[src/rtl/irq_vec_pkg.sv]
package irq_vec_pkg;

   // Group base addresses (byte offsets); word w of a group sits at base + 4*w
   localparam int unsigned OFS_MASK  = 32'h020;
   localparam int unsigned OFS_EN    = 32'h040;
   localparam int unsigned OFS_EDGE  = 32'h060;
   localparam int unsigned OFS_CLR   = 32'h080;
   localparam int unsigned OFS_AUX0  = 32'h0C0;
   localparam int unsigned OFS_AUX1  = 32'h0E0;
   localparam int unsigned OFS_ROUTE = 32'h100;
   localparam int unsigned OFS_VEC   = 32'h200;
   localparam int unsigned OFS_POL   = 32'h3E0;

   // Trigger mode as {edge, polarity}
   typedef enum logic [1:0] {
      TRIG_LVL_HI = 2'b00,
      TRIG_LVL_LO = 2'b01,
      TRIG_RISE   = 2'b10,
      TRIG_FALL   = 2'b11
   } trig_e;

endpackage

[src/rtl/irq_vec_regs.sv]
module irq_vec_regs
   import irq_vec_pkg::*;
#(
   parameter int NUM_LINES = 64,
   parameter int WORD_W    = 32,
   parameter int ADDR_W    = 10
) (
   input  logic                      clk,
   input  logic                      rst_n,
   input  logic                      bus_wr,
   input  logic [ADDR_W-1:0]         bus_addr,
   input  logic [WORD_W-1:0]         bus_wdata,
   output logic [WORD_W-1:0]         bus_rdata,
   input  logic [NUM_LINES-1:0]      pend_i,
   output logic [NUM_LINES-1:0]      mask_o,
   output logic [NUM_LINES-1:0]      en_o,
   output logic [NUM_LINES-1:0]      edge_o,
   output logic [NUM_LINES-1:0]      pol_o,
   output logic [NUM_LINES-1:0]      clr_o,
   output logic [NUM_LINES-1:0][7:0] route_o,
   output logic [NUM_LINES-1:0][7:0] vec_o
);

   localparam int NUM_WORDS = NUM_LINES / WORD_W;
   localparam int STRIDE    = WORD_W / 8;

   logic [NUM_LINES-1:0]      mask_q, en_q, edge_q, pol_q, aux0_q, aux1_q;
   logic [NUM_LINES-1:0][7:0] route_q, vec_q;

   always_ff @(posedge clk or negedge rst_n) begin
      if (!rst_n) begin
         mask_q  <= '1;
         en_q    <= '0;
         edge_q  <= '0;
         pol_q   <= '0;
         aux0_q  <= '0;
         aux1_q  <= '0;
         route_q <= '0;
         vec_q   <= '0;
      end else if (bus_wr) begin
         for (int w = 0; w < NUM_WORDS; w++) begin
            if (bus_addr == ADDR_W'(OFS_MASK + w*STRIDE)) mask_q[w*WORD_W +: WORD_W] <= bus_wdata;
            if (bus_addr == ADDR_W'(OFS_EN   + w*STRIDE)) en_q  [w*WORD_W +: WORD_W] <= bus_wdata;
            if (bus_addr == ADDR_W'(OFS_EDGE + w*STRIDE)) edge_q[w*WORD_W +: WORD_W] <= bus_wdata;
            if (bus_addr == ADDR_W'(OFS_POL  + w*STRIDE)) pol_q [w*WORD_W +: WORD_W] <= bus_wdata;
            if (bus_addr == ADDR_W'(OFS_AUX0 + w*STRIDE)) aux0_q[w*WORD_W +: WORD_W] <= bus_wdata;
            if (bus_addr == ADDR_W'(OFS_AUX1 + w*STRIDE)) aux1_q[w*WORD_W +: WORD_W] <= bus_wdata;
         end
         for (int n = 0; n < NUM_LINES; n++) begin
            if (bus_addr == ADDR_W'(OFS_ROUTE + n)) route_q[n] <= bus_wdata[7:0];
            if (bus_addr == ADDR_W'(OFS_VEC   + n)) vec_q[n]   <= bus_wdata[7:0];
         end
      end
   end

   // Write-one-to-clear pulses go straight to the pending logic
   always_comb begin
      clr_o = '0;
      for (int w = 0; w < NUM_WORDS; w++)
         if (bus_wr && bus_addr == ADDR_W'(OFS_CLR + w*STRIDE))
            clr_o[w*WORD_W +: WORD_W] = bus_wdata;
   end

   always_comb begin
      bus_rdata = '0;
      for (int w = 0; w < NUM_WORDS; w++) begin
         if (bus_addr == ADDR_W'(OFS_MASK + w*STRIDE)) bus_rdata = mask_q[w*WORD_W +: WORD_W];
         if (bus_addr == ADDR_W'(OFS_EN   + w*STRIDE)) bus_rdata = en_q  [w*WORD_W +: WORD_W];
         if (bus_addr == ADDR_W'(OFS_EDGE + w*STRIDE)) bus_rdata = edge_q[w*WORD_W +: WORD_W];
         if (bus_addr == ADDR_W'(OFS_CLR  + w*STRIDE)) bus_rdata = pend_i[w*WORD_W +: WORD_W];
         if (bus_addr == ADDR_W'(OFS_AUX0 + w*STRIDE)) bus_rdata = aux0_q[w*WORD_W +: WORD_W];
         if (bus_addr == ADDR_W'(OFS_AUX1 + w*STRIDE)) bus_rdata = aux1_q[w*WORD_W +: WORD_W];
         if (bus_addr == ADDR_W'(OFS_POL  + w*STRIDE)) bus_rdata = pol_q [w*WORD_W +: WORD_W];
      end
      for (int n = 0; n < NUM_LINES; n++) begin
         if (bus_addr == ADDR_W'(OFS_ROUTE + n)) bus_rdata = WORD_W'(route_q[n]);
         if (bus_addr == ADDR_W'(OFS_VEC   + n)) bus_rdata = WORD_W'(vec_q[n]);
      end
   end

   assign mask_o  = mask_q;
   assign en_o    = en_q;
   assign edge_o  = edge_q;
   assign pol_o   = pol_q;
   assign route_o = route_q;
   assign vec_o   = vec_q;

endmodule

[src/rtl/irq_vec_trig.sv]
module irq_vec_trig
   import irq_vec_pkg::*;
#(
   parameter int NUM_LINES = 64
) (
   input  logic                 clk,
   input  logic                 rst_n,
   input  logic [NUM_LINES-1:0] irq_i,
   input  logic [NUM_LINES-1:0] edge_i,
   input  logic [NUM_LINES-1:0] pol_i,
   input  logic [NUM_LINES-1:0] clr_i,
   input  logic [NUM_LINES-1:0] load_i,
   output logic [NUM_LINES-1:0] pend_o,
   output logic [NUM_LINES-1:0] sent_o
);

   logic [NUM_LINES-1:0] sync1_q, sync2_q, prev_q, pend_q, sent_q, hit;

   always_comb begin
      for (int n = 0; n < NUM_LINES; n++) begin
         unique case (trig_e'({edge_i[n], pol_i[n]}))
            TRIG_LVL_HI: hit[n] =  sync2_q[n];
            TRIG_LVL_LO: hit[n] = ~sync2_q[n];
            TRIG_RISE:   hit[n] =  sync2_q[n] & ~prev_q[n];
            TRIG_FALL:   hit[n] = ~sync2_q[n] &  prev_q[n];
            default:     hit[n] = 1'b0;
         endcase
      end
   end

   always_ff @(posedge clk or negedge rst_n) begin
      if (!rst_n) begin
         sync1_q <= '0;
         sync2_q <= '0;
         prev_q  <= '0;
         pend_q  <= '0;
         sent_q  <= '0;
      end else begin
         sync1_q <= irq_i;
         sync2_q <= sync1_q;
         prev_q  <= sync2_q;
         pend_q  <= (pend_q | hit) & ~clr_i;
         sent_q  <= (sent_q | load_i) & ~clr_i;
      end
   end

   assign pend_o = pend_q;
   assign sent_o = sent_q;

   assert_clear_wins_R6: assert property (@(posedge clk) disable iff (!rst_n)
      (clr_i != '0) |=> ((pend_q & $past(clr_i)) == '0));

   assert_sent_pending_R9: assert property (@(posedge clk) disable iff (!rst_n)
      ((sent_q & ~pend_q) == '0));

endmodule

[src/rtl/irq_vec_arb.sv]
module irq_vec_arb #(
   parameter int NUM_LINES = 64
) (
   input  logic                      clk,
   input  logic                      rst_n,
   input  logic [NUM_LINES-1:0]      pend_i,
   input  logic [NUM_LINES-1:0]      sent_i,
   input  logic [NUM_LINES-1:0]      mask_i,
   input  logic [NUM_LINES-1:0]      en_i,
   input  logic [NUM_LINES-1:0][7:0] route_i,
   input  logic [NUM_LINES-1:0][7:0] vec_i,
   input  logic                      msg_ready,
   output logic [NUM_LINES-1:0]      load_o,
   output logic                      msg_valid,
   output logic [7:0]                msg_vec,
   output logic [7:0]                msg_route
);

   localparam int IDX_W = (NUM_LINES > 1) ? $clog2(NUM_LINES) : 1;

   logic [NUM_LINES-1:0] elig;
   logic [IDX_W-1:0]     pick;
   logic                 found, load;

   assign elig = pend_i & ~sent_i & ~mask_i & en_i;

   // Lowest index wins
   always_comb begin
      pick  = '0;
      found = 1'b0;
      for (int n = 0; n < NUM_LINES; n++) begin
         if (!found && elig[n]) begin
            pick  = IDX_W'(n);
            found = 1'b1;
         end
      end
   end

   assign load = found && (!msg_valid || msg_ready);

   always_comb begin
      load_o = '0;
      if (load) load_o[pick] = 1'b1;
   end

   always_ff @(posedge clk or negedge rst_n) begin
      if (!rst_n) begin
         msg_valid <= 1'b0;
         msg_vec   <= '0;
         msg_route <= '0;
      end else if (load) begin
         msg_valid <= 1'b1;
         msg_vec   <= vec_i[pick];
         msg_route <= route_i[pick];
      end else if (msg_ready) begin
         msg_valid <= 1'b0;
      end
   end

   assert_hold_stable_R9: assert property (@(posedge clk) disable iff (!rst_n)
      (msg_valid && !msg_ready) |=> (msg_valid && $stable(msg_vec) && $stable(msg_route)));

   assert_single_grant_R8: assert property (@(posedge clk) disable iff (!rst_n)
      $onehot0(load_o));

endmodule

[src/rtl/irq_vec_xlate.sv]
module irq_vec_xlate
   import irq_vec_pkg::*;
#(
   parameter int NUM_LINES = 64,
   parameter int WORD_W    = 32,
   parameter int ADDR_W    = 10
) (
   input  logic                 clk,
   input  logic                 rst_n,
   input  logic [NUM_LINES-1:0] irq_i,
   input  logic                 bus_wr,
   input  logic [ADDR_W-1:0]    bus_addr,
   input  logic [WORD_W-1:0]    bus_wdata,
   output logic [WORD_W-1:0]    bus_rdata,
   output logic                 msg_valid,
   input  logic                 msg_ready,
   output logic [7:0]           msg_vec,
   output logic [7:0]           msg_route
);

   localparam int NUM_WORDS = NUM_LINES / WORD_W;
   localparam int STRIDE    = WORD_W / 8;

   // Elaboration-time parameter checks
   if (WORD_W % 8 != 0 || WORD_W < 8) begin : g_bad_word
      $fatal(1, "WORD_W must be a whole number of bytes");
   end
   if (NUM_LINES % WORD_W != 0 || NUM_LINES < WORD_W) begin : g_bad_lines
      $fatal(1, "NUM_LINES must be a multiple of WORD_W");
   end
   if (NUM_LINES > 256 || NUM_WORDS * STRIDE > 32) begin : g_bad_span
      $fatal(1, "register groups would overlap");
   end
   if (ADDR_W < 10) begin : g_bad_addr
      $fatal(1, "ADDR_W too small for the register map");
   end

   logic [NUM_LINES-1:0]      mask, en, edge_sel, pol, clr, pend, sent, load;
   logic [NUM_LINES-1:0][7:0] route, vec;

   irq_vec_regs #(.NUM_LINES(NUM_LINES), .WORD_W(WORD_W), .ADDR_W(ADDR_W)) u_regs (
      .clk      (clk),
      .rst_n    (rst_n),
      .bus_wr   (bus_wr),
      .bus_addr (bus_addr),
      .bus_wdata(bus_wdata),
      .bus_rdata(bus_rdata),
      .pend_i   (pend),
      .mask_o   (mask),
      .en_o     (en),
      .edge_o   (edge_sel),
      .pol_o    (pol),
      .clr_o    (clr),
      .route_o  (route),
      .vec_o    (vec)
   );

   irq_vec_trig #(.NUM_LINES(NUM_LINES)) u_trig (
      .clk   (clk),
      .rst_n (rst_n),
      .irq_i (irq_i),
      .edge_i(edge_sel),
      .pol_i (pol),
      .clr_i (clr),
      .load_i(load),
      .pend_o(pend),
      .sent_o(sent)
   );

   irq_vec_arb #(.NUM_LINES(NUM_LINES)) u_arb (
      .clk      (clk),
      .rst_n    (rst_n),
      .pend_i   (pend),
      .sent_i   (sent),
      .mask_i   (mask),
      .en_i     (en),
      .route_i  (route),
      .vec_i    (vec),
      .msg_ready(msg_ready),
      .load_o   (load),
      .msg_valid(msg_valid),
      .msg_vec  (msg_vec),
      .msg_route(msg_route)
   );

   // A granted line must be one the mask and enable allowed in that cycle
   assert_grant_allowed_R3: assert property (@(posedge clk) disable iff (!rst_n)
      ((load & (mask | ~en)) == '0));

endmodule

[config.mk]
export PLATFORM = sky130hd
export DESIGN_NAME = irq_vec_xlate
export DESIGN_NICKNAME = d
export VERILOG_FILES = /design/src/rtl/irq_vec_pkg.sv /design/src/rtl/irq_vec_regs.sv /design/src/rtl/irq_vec_trig.sv /design/src/rtl/irq_vec_arb.sv /design/src/rtl/irq_vec_xlate.sv
export SDC_FILE = /design/constraint.sdc
export NUM_CORES = 2
export LEC_CHECK = 0
export ABC_AREA = 1
export BUFFER_PORTS_ARGS = -buffer_cell sky130_fd_sc_hd__buf_2
export CORE_MARGIN = 3
export CORE_UTILIZATION = 50
export CTS_CLUSTER_SIZE = 40
export DETAILED_ROUTE_END_ITERATION = 16
export HOLD_SLACK_MARGIN = 0.12
export PLACE_DENSITY = 0.77
export SYNTH_ARGS = -nofsm -noshare
export SYNTH_HDL_FRONTEND = slang
export SYNTH_SLANG_ARGS = --single-unit
[constraint.sdc]
create_clock -name clk -period 19.39 [get_ports clk]
set_input_delay 2.9085 -clock clk [delete_from_list [all_inputs] [get_ports clk]]
set_output_delay 2.9085 -clock clk [all_outputs]
set_load 0.005 [all_outputs]
* After elaboration in Yosys (flattened, before gate mapping)
Index checks and enable logic that the tools add are counted.
** Cells by class
- Equality and inequality tests :: 334
- Reduce and logical (&&, ||, !) cells :: 337
- $lt $le $gt $ge :: 2
- Divide/modulo/power cells :: 0
- Multiply operators :: 0
- Muxes and demuxes :: 344
- Bitwise gates (word level) :: 266
- $add $sub $neg :: 0
- Shift operators :: 0
** Operators with widths (number)
- 2-to-1 mux 32 bit :: 144
- equality test 10 bit, second input constant :: 66
- equality test 10 x 9 -> 1 bit, second input constant :: 64
- 2-to-1 mux 6 bit :: 62
- AND 64 bit :: 5
- AND reduction 2 bit :: 140
- equality test 2 bit, second input constant :: 128
- case mux 1 bit (4 select lines) :: 64
- NOT 64 bit :: 3
- AND 1 bit :: 128
- equality test 2 x 1 -> 1 bit, second input constant :: 64
- zero test 2 bit :: 64
- NOT 1 bit :: 128
- OR 64 bit :: 2
- binary-select mux 8 bit (select 6 bit) :: 2
- 2-to-1 mux 1 bit :: 68
- logical AND 1 bit :: 67
- zero test 1 bit :: 64
- 2-to-1 mux 64 bit :: 1
- equality test 10 x 8 -> 1 bit, second input constant :: 6
- equality test 10 x 7 -> 1 bit, second input constant :: 4
- equality test 10 x 6 -> 1 bit, second input constant :: 2
- 2-to-1 mux 8 bit :: 2
- less-than comparator 6 x 7 -> 1 bit, second input constant :: 1
- other kinds (4) :: 4
** Word-level totals
- Memories kept :: 0
- Input port bits :: 110
- Logic and storage cells :: 1431
- Output and inout bits :: 49
- Bits in read-only memories :: 0
- Latch bits :: 0
- Bits in registers :: 1745
- Memory bits (writable) :: 0

* Logic depth before layout (Yosys ltp)
- Word-level depth :: 201
- Gate-level depth with buffers :: 98
- Gate-level depth less buffers :: 96

* By module
A second synthesis with hierarchy kept.
** Unflattened totals
- Cells, all modules :: 12520
- Area total of the unflattened synthesis :: 89684.8 µm²
** Modules (own cells, without submodules)
- irq_vec_regs :: cells each 7808, area each 63017.9 µm², seq. area each 35313.9 µm², times used 1
- irq_vec_arb :: cells each 3496, area each 14975.6 µm², seq. area each 425.4 µm², times used 1
- irq_vec_trig :: cells each 1216, area each 11691.2 µm², seq. area each 8007.7 µm², times used 1

* Worst setup path after synthesis
Ideal clock, no wire load.
- Path type :: input port to output port
- From :: in bus_addr[9]
- To :: out bus_rdata[0]
- Path slack :: 8.079 ns
- Arrival :: 8.403 ns
- Buffers on the path :: 0
- Stages on the path :: 73
- Data required time :: 16.481 ns
- Path through :: nor2_1 > clkinv_1 > nor2_1 > inv_1 > nor2_1 > inv_1 > or2_2 > nand2_1 > nand3_1 > nand2_1 > nand4_1 > nand2_1 > nand4_1 > nand2_1 > nand4_1 > nand2_1 > nand4_1 > nand2_1 > (+37 left out) > nand2_1 > nand4_1 > nand2_1 > nand4_1 > nand2_1 > nand4_1 > nand2_1 > nand4_1 > nand2_1 > nand4_1 > nand2_1 > nand4_1 > nand2_1 > nand4_1 > nand2_1 > nand4_1 > nand2_1 > nand3_1
** Between the ends
- Cells in the longest elaborated chain, start to end :: 143
- Elaborated cells between the ends (all ways) :: 284
- Those cells by class :: 142 x eq/ne; 142 x mux
** RTL lines
- start, declared :: line irq_vec_xlate.sv:12 : input logic [ADDR_W-1:0] bus_addr,
- equality test 10 x 6 -> 1 bit :: line irq_vec_regs.sv:67 : if (bus_addr == ADDR_W'(OFS_MASK + w*STRIDE)) bus_rdata = mask_q[w*WORD_W +: WORD_W];
- 2-to-1 mux 32 bit :: line irq_vec_regs.sv:67
- 2-to-1 mux 32 bit :: line irq_vec_regs.sv:68 : if (bus_addr == ADDR_W'(OFS_EN + w*STRIDE)) bus_rdata = en_q [w*WORD_W +: WORD_W];
- 2-to-1 mux 32 bit :: line irq_vec_regs.sv:69 : if (bus_addr == ADDR_W'(OFS_EDGE + w*STRIDE)) bus_rdata = edge_q[w*WORD_W +: WORD_W];
- 2-to-1 mux 32 bit :: line irq_vec_regs.sv:70 : if (bus_addr == ADDR_W'(OFS_CLR + w*STRIDE)) bus_rdata = pend_i[w*WORD_W +: WORD_W];
- 2-to-1 mux 32 bit :: line irq_vec_regs.sv:71 : if (bus_addr == ADDR_W'(OFS_AUX0 + w*STRIDE)) bus_rdata = aux0_q[w*WORD_W +: WORD_W];
- 2-to-1 mux 32 bit :: line irq_vec_regs.sv:72 : if (bus_addr == ADDR_W'(OFS_AUX1 + w*STRIDE)) bus_rdata = aux1_q[w*WORD_W +: WORD_W];
- 2-to-1 mux 32 bit :: line irq_vec_regs.sv:73 : if (bus_addr == ADDR_W'(OFS_POL + w*STRIDE)) bus_rdata = pol_q [w*WORD_W +: WORD_W];
- (+127 left out)
- 2-to-1 mux 32 bit :: line irq_vec_regs.sv:76 : if (bus_addr == ADDR_W'(OFS_ROUTE + n)) bus_rdata = WORD_W'(route_q[n]);
- 2-to-1 mux 32 bit :: line irq_vec_regs.sv:77 : if (bus_addr == ADDR_W'(OFS_VEC + n)) bus_rdata = WORD_W'(vec_q[n]);
- 2-to-1 mux 32 bit :: line irq_vec_regs.sv:76
- 2-to-1 mux 32 bit :: line irq_vec_regs.sv:77
- 2-to-1 mux 32 bit :: line irq_vec_regs.sv:76
- 2-to-1 mux 32 bit :: line irq_vec_regs.sv:77
- 2-to-1 mux 32 bit :: line irq_vec_regs.sv:76
- 2-to-1 mux 32 bit * :: line irq_vec_regs.sv:77
- end, declared :: line irq_vec_xlate.sv:14 : output logic [WORD_W-1:0] bus_rdata,
Every way passes the cells marked *; elsewhere a longest branch is shown, timed or not.

* Worst setup path after layout
- From :: in bus_addr[4]
- To :: out bus_rdata[6]
The elaborated chain is that of the path after synthesis.

==> impl_metrics.json <==
{
  "nNetsFinal": 10267,
  "grt.overflow.total": 0,
  "tightest_slew_ns": 1.37,
  "outcome": "completed",
  "critPathCaptureType": "output port",
  "ys_ff_latch": 1745,
  "synthArstFlopShare_pct": 100,
  "routedWlPerCell_um": 27.4,
  "skew_ns": 0.0451,
  "synth_nets": 10366,
  "highest_layer": "met5",
  "power_frac_comb_pct": 10.1,
  "cts_resized": 0,
  "rsz0062_at_grt": "false",
  "drv_cap": 0,
  "final_util_pct": 55.9,
  "synth_edf_count": 0,
  "period_share_pct": 76.6,
  "clk_latency_ns": 0.85,
  "ios": 159,
  "detail-route-antenna-nets": 0,
  "wl_met3_um": 42000,
  "multi_input_area_mm2": 0.0338,
  "placed_area_mm2": 0.0860,
  "power_density_mw_per_mm2": 90.9,
  "cts_sinks": 1745,
  "post-route-min-period_ns": 14.86,
  "power_leakage_nw": 39.7,
  "netSwitchingPower_mw": 2.37,
  "cts_root_buffer": "clkbuf_16",
  "routabilityCongestion": 1.01,
  "ys_warn_count": 0,
  "critPathLaunch": "bus_addr[4]",
  "cts.clk_slew.worst_paths_ns": 0.06,
  "worstHoldStart": "u_trig.sync1_q[4]$_DFF_PN0_",
  "numCtsBuffers": 185,
  "antenna_found_initial": 19,
  "wl_met1_um": 130000,
  "die_w_um": 415,
  "io_buffers": 158,
  "cts_tree": "built",
  "max_clock_freq_mhz": 67.3,
  "rr_startpoint": "u_regs.mask_o[2]$_DFFE_PN1P_",
  "whs_ns": 0.322,
  "drc_errors": 0,
  "die_y_um": 415,
  "first_global_vias": 75326,
  "critPathKind": "in2out",
  "p_int_mw": 6.03,
  "syn-cell-area_mm2": 0.0834,
  "cp_data_required_time_ns": 16.48,
  "drt_iter0_drc": 12796,
  "arrival_ns": 11.95,
  "hold_path.class": "reg2reg",
  "relSlewSlack_pct": 7.99,
  "avgSynthCellArea_um2": 8.14,
  "drt_wl_total_um": 343000,
  "clockBufferDepth": 3,
  "cts_hold_buf": 0,
  "grt_max_degree": 168,
  "start_kind": "primary input",
  "grt_usage_pct": 38.8,
  "fillers": 14987,
  "power_frac_seq_pct": 45.6,
  "coreArea_mm2": 0.165,
  "route.met2.wl_um": 146000,
  "drive_above_1_share_pct": 8.11,
  "yosysSeqAreaShare_pct": 52.4,
  "num_vias": 79754,
  "p_total_mw": 8.40,
  "cp_slowest_cell": "inv_1",
  "sw_frac_of_total_pct": 28.3,
  "areaGrowthSynthToFinish_pct": 10.8,
  "via_per_inst": 6.37,
  "finalMaxSlewViolations": 0,
  "setup_viol": 0,
  "path_common_cell": "nand4_1",
  "hpwl_um": 231000,
  "tns_ns": 0,
  "grt_pass1_wl_um": 502000,
  "design_area_mm2": 0.0924,
  "firstDrtPassIters": 8,
  "synthCells": 10256,
  "slowest_delay_ns": 0.63,
  "clkPwrFrac_pct": 44.2,
  "start_util_pct": 50.5,
  "worst-path-max-fanout": 13,
  "htreeDepth": 4,
  "rows": 149,
  "fp.dieArea_mm2": 0.172,
  "ys.flop_type": "dfrtp_1",
  "ys_types": 63,
  "hold_violations": 0,
  "post_cts_buffers": 0,
  "ir_worst_vdd_mv": 0.0986,
  "seqCellArea_mm2": 0.0437
}
[routing by layer]
| metal | vias up | track usage [%] |
|---|---|---|
| met5 | - | 0 |
| met4 | 4 | 23.6 |
| met3 | 1260 | 11.0 |
| met2 | 5581 | 57.0 |
| met1 | 38443 | 51.1 |
| li1 | 34466 | - |
[kinds of logic after synthesis]
| group | count (synthesis) | share of synthesized area [%] |
|---|---|---|
| DFF | 1745 | 52.4 |
| and+or+nand+nor | 4030 | 20.0 |
| AOI/OAI and AO/OA | 2909 | 20.4 |
| buffers and inverters | 1572 | 7.21 |
[registers in the layout, summed over array words and instances (netlist names)]
signal and flops:
u_arb.msg_route 8, u_arb.msg_valid 1, u_arb.msg_vec 8, u_regs.aux0_q 64, u_regs.aux1_q 64, u_regs.edge_o 64
u_regs.en_o 64, u_regs.mask_o 64, u_regs.pol_o 64, u_regs.route_o 512, u_regs.vec_o 512, u_trig.pend_o 64
u_trig.prev_q 64, u_trig.sent_o 64, u_trig.sync1_q 64, u_trig.sync2_q 64
[layout by cell type (no fill, tap or decap), drive strengths merged, types with 4 or more instances in the layout]
master and instances:
clkinvlp 14, dfstp 64, o22ai 59, o21ai 1690, o221ai 9, dfrtp 1681, a2111oi 11, o211a 23
nand4 352, a221oi 231, buf 323, a31oi 30, bufinv 13, nor2 451, o32ai 23, nor3 67
o311ai 12, o2bb2ai 22, clkinv 55, o31ai 4, clkbuf 261, o211ai 54, a211oi 57, a2bb2oi 37
o41ai 5, a22oi 42, diode 14, nand3 136, o2111ai 21, inv 963, a41oi 8, nand2 2956
nor4 58, a22o 79, a21oi 476
[power by group through the flow]
stage,combinational (mW),clock [mW],sequential (mW)
4_1_cts,0.816,3.74,3.83
3_5_place_dp,0.814,0,3.89
2_1_floorplan,0.384,0,3.85
5_1_grt,0.878,3.89,3.84
3_3_place_gp,0.806,0,3.89
6_report,0.852,3.72,3.84
[metrics by stage]
| step | std cells | setup WS, ns |
|---|---|---|
| finish | 12516 | 4.53 |
| global placement | 12159 | 5.00 |
| CTS | 12502 | 4.99 |
| floorplan | 10256 | 8.08 |
| detailed placement | 12159 | 5.04 |
| global route | 12512 | 3.85 |
[critical path, delay by kind of cell]
family	cells	cell delay, ns
and+or+nand+nor	73	7.99
buffers and inverters	4	1.03
[final cells by class]
type	count	share of cell area, %
Inverter	963	3.95
Timing Repair Buffer	323	2.27
Antenna cell	14	0.0379
Multi-Input combinational cell	6939	36.6
Tap cell	2189	2.96
Clock inverter	82	1.02
Sequential cell	1745	47.3
Clock buffer	261	5.85
[synthesized netlist by cell type, drive strengths merged, types with 9 or more instances]
cell type / number / area share (%)
dfrtp: 1681 / 50
clkbuf: 524 / 2.4
nand3: 136 / 0.85
o211a: 23 / 0.28
o2111ai: 21 / 0.22
nor2: 451 / 2.2
o2bb2ai: 22 / 0.23
inv: 954 / 4.3
nor4: 58 / 0.43
o221ai: 9 / 0.094
a22o: 79 / 0.83
a221oi: 231 / 2.4
nor3: 67 / 0.43
a21oi: 476 / 2.9
a211oi: 57 / 0.51
buf: 85 / 0.52
o22ai: 59 / 0.44
o32ai: 23 / 0.24
nand4: 352 / 2.7
clkinv: 9 / 0.040
a31oi: 30 / 0.22
o21ai: 1690 / 10
a2bb2oi: 37 / 0.39
a2111oi: 11 / 0.12
dfstp: 64 / 2.0
o311ai: 12 / 0.13
o211ai: 54 / 0.49
a22oi: 42 / 0.38
nand2: 2956 / 13
[path summary, 6_finish.rpt]
path | endpoint | slack, ns | cells after the start
setup reg to reg | u_arb.msg_vec[0]$_DFFE_PN0P_ | 5.47 | 94
max in group asynchronous | u_regs.en_o[8]$_DFFE_PN0P_ | 13.38 | 5
min in group asynchronous | u_regs.route_o[114]$_DFFE_PN0P_ | 2.11 | 1
hold / removal | u_trig.sync2_q[4]$_DFF_PN0_ | 0.32 | 0
setup / recovery | bus_rdata[6] | 4.53 | 77
hold reg to reg | u_trig.sync2_q[4]$_DFF_PN0_ | 0.32 | 0
(Power assumes the default switching activity.)
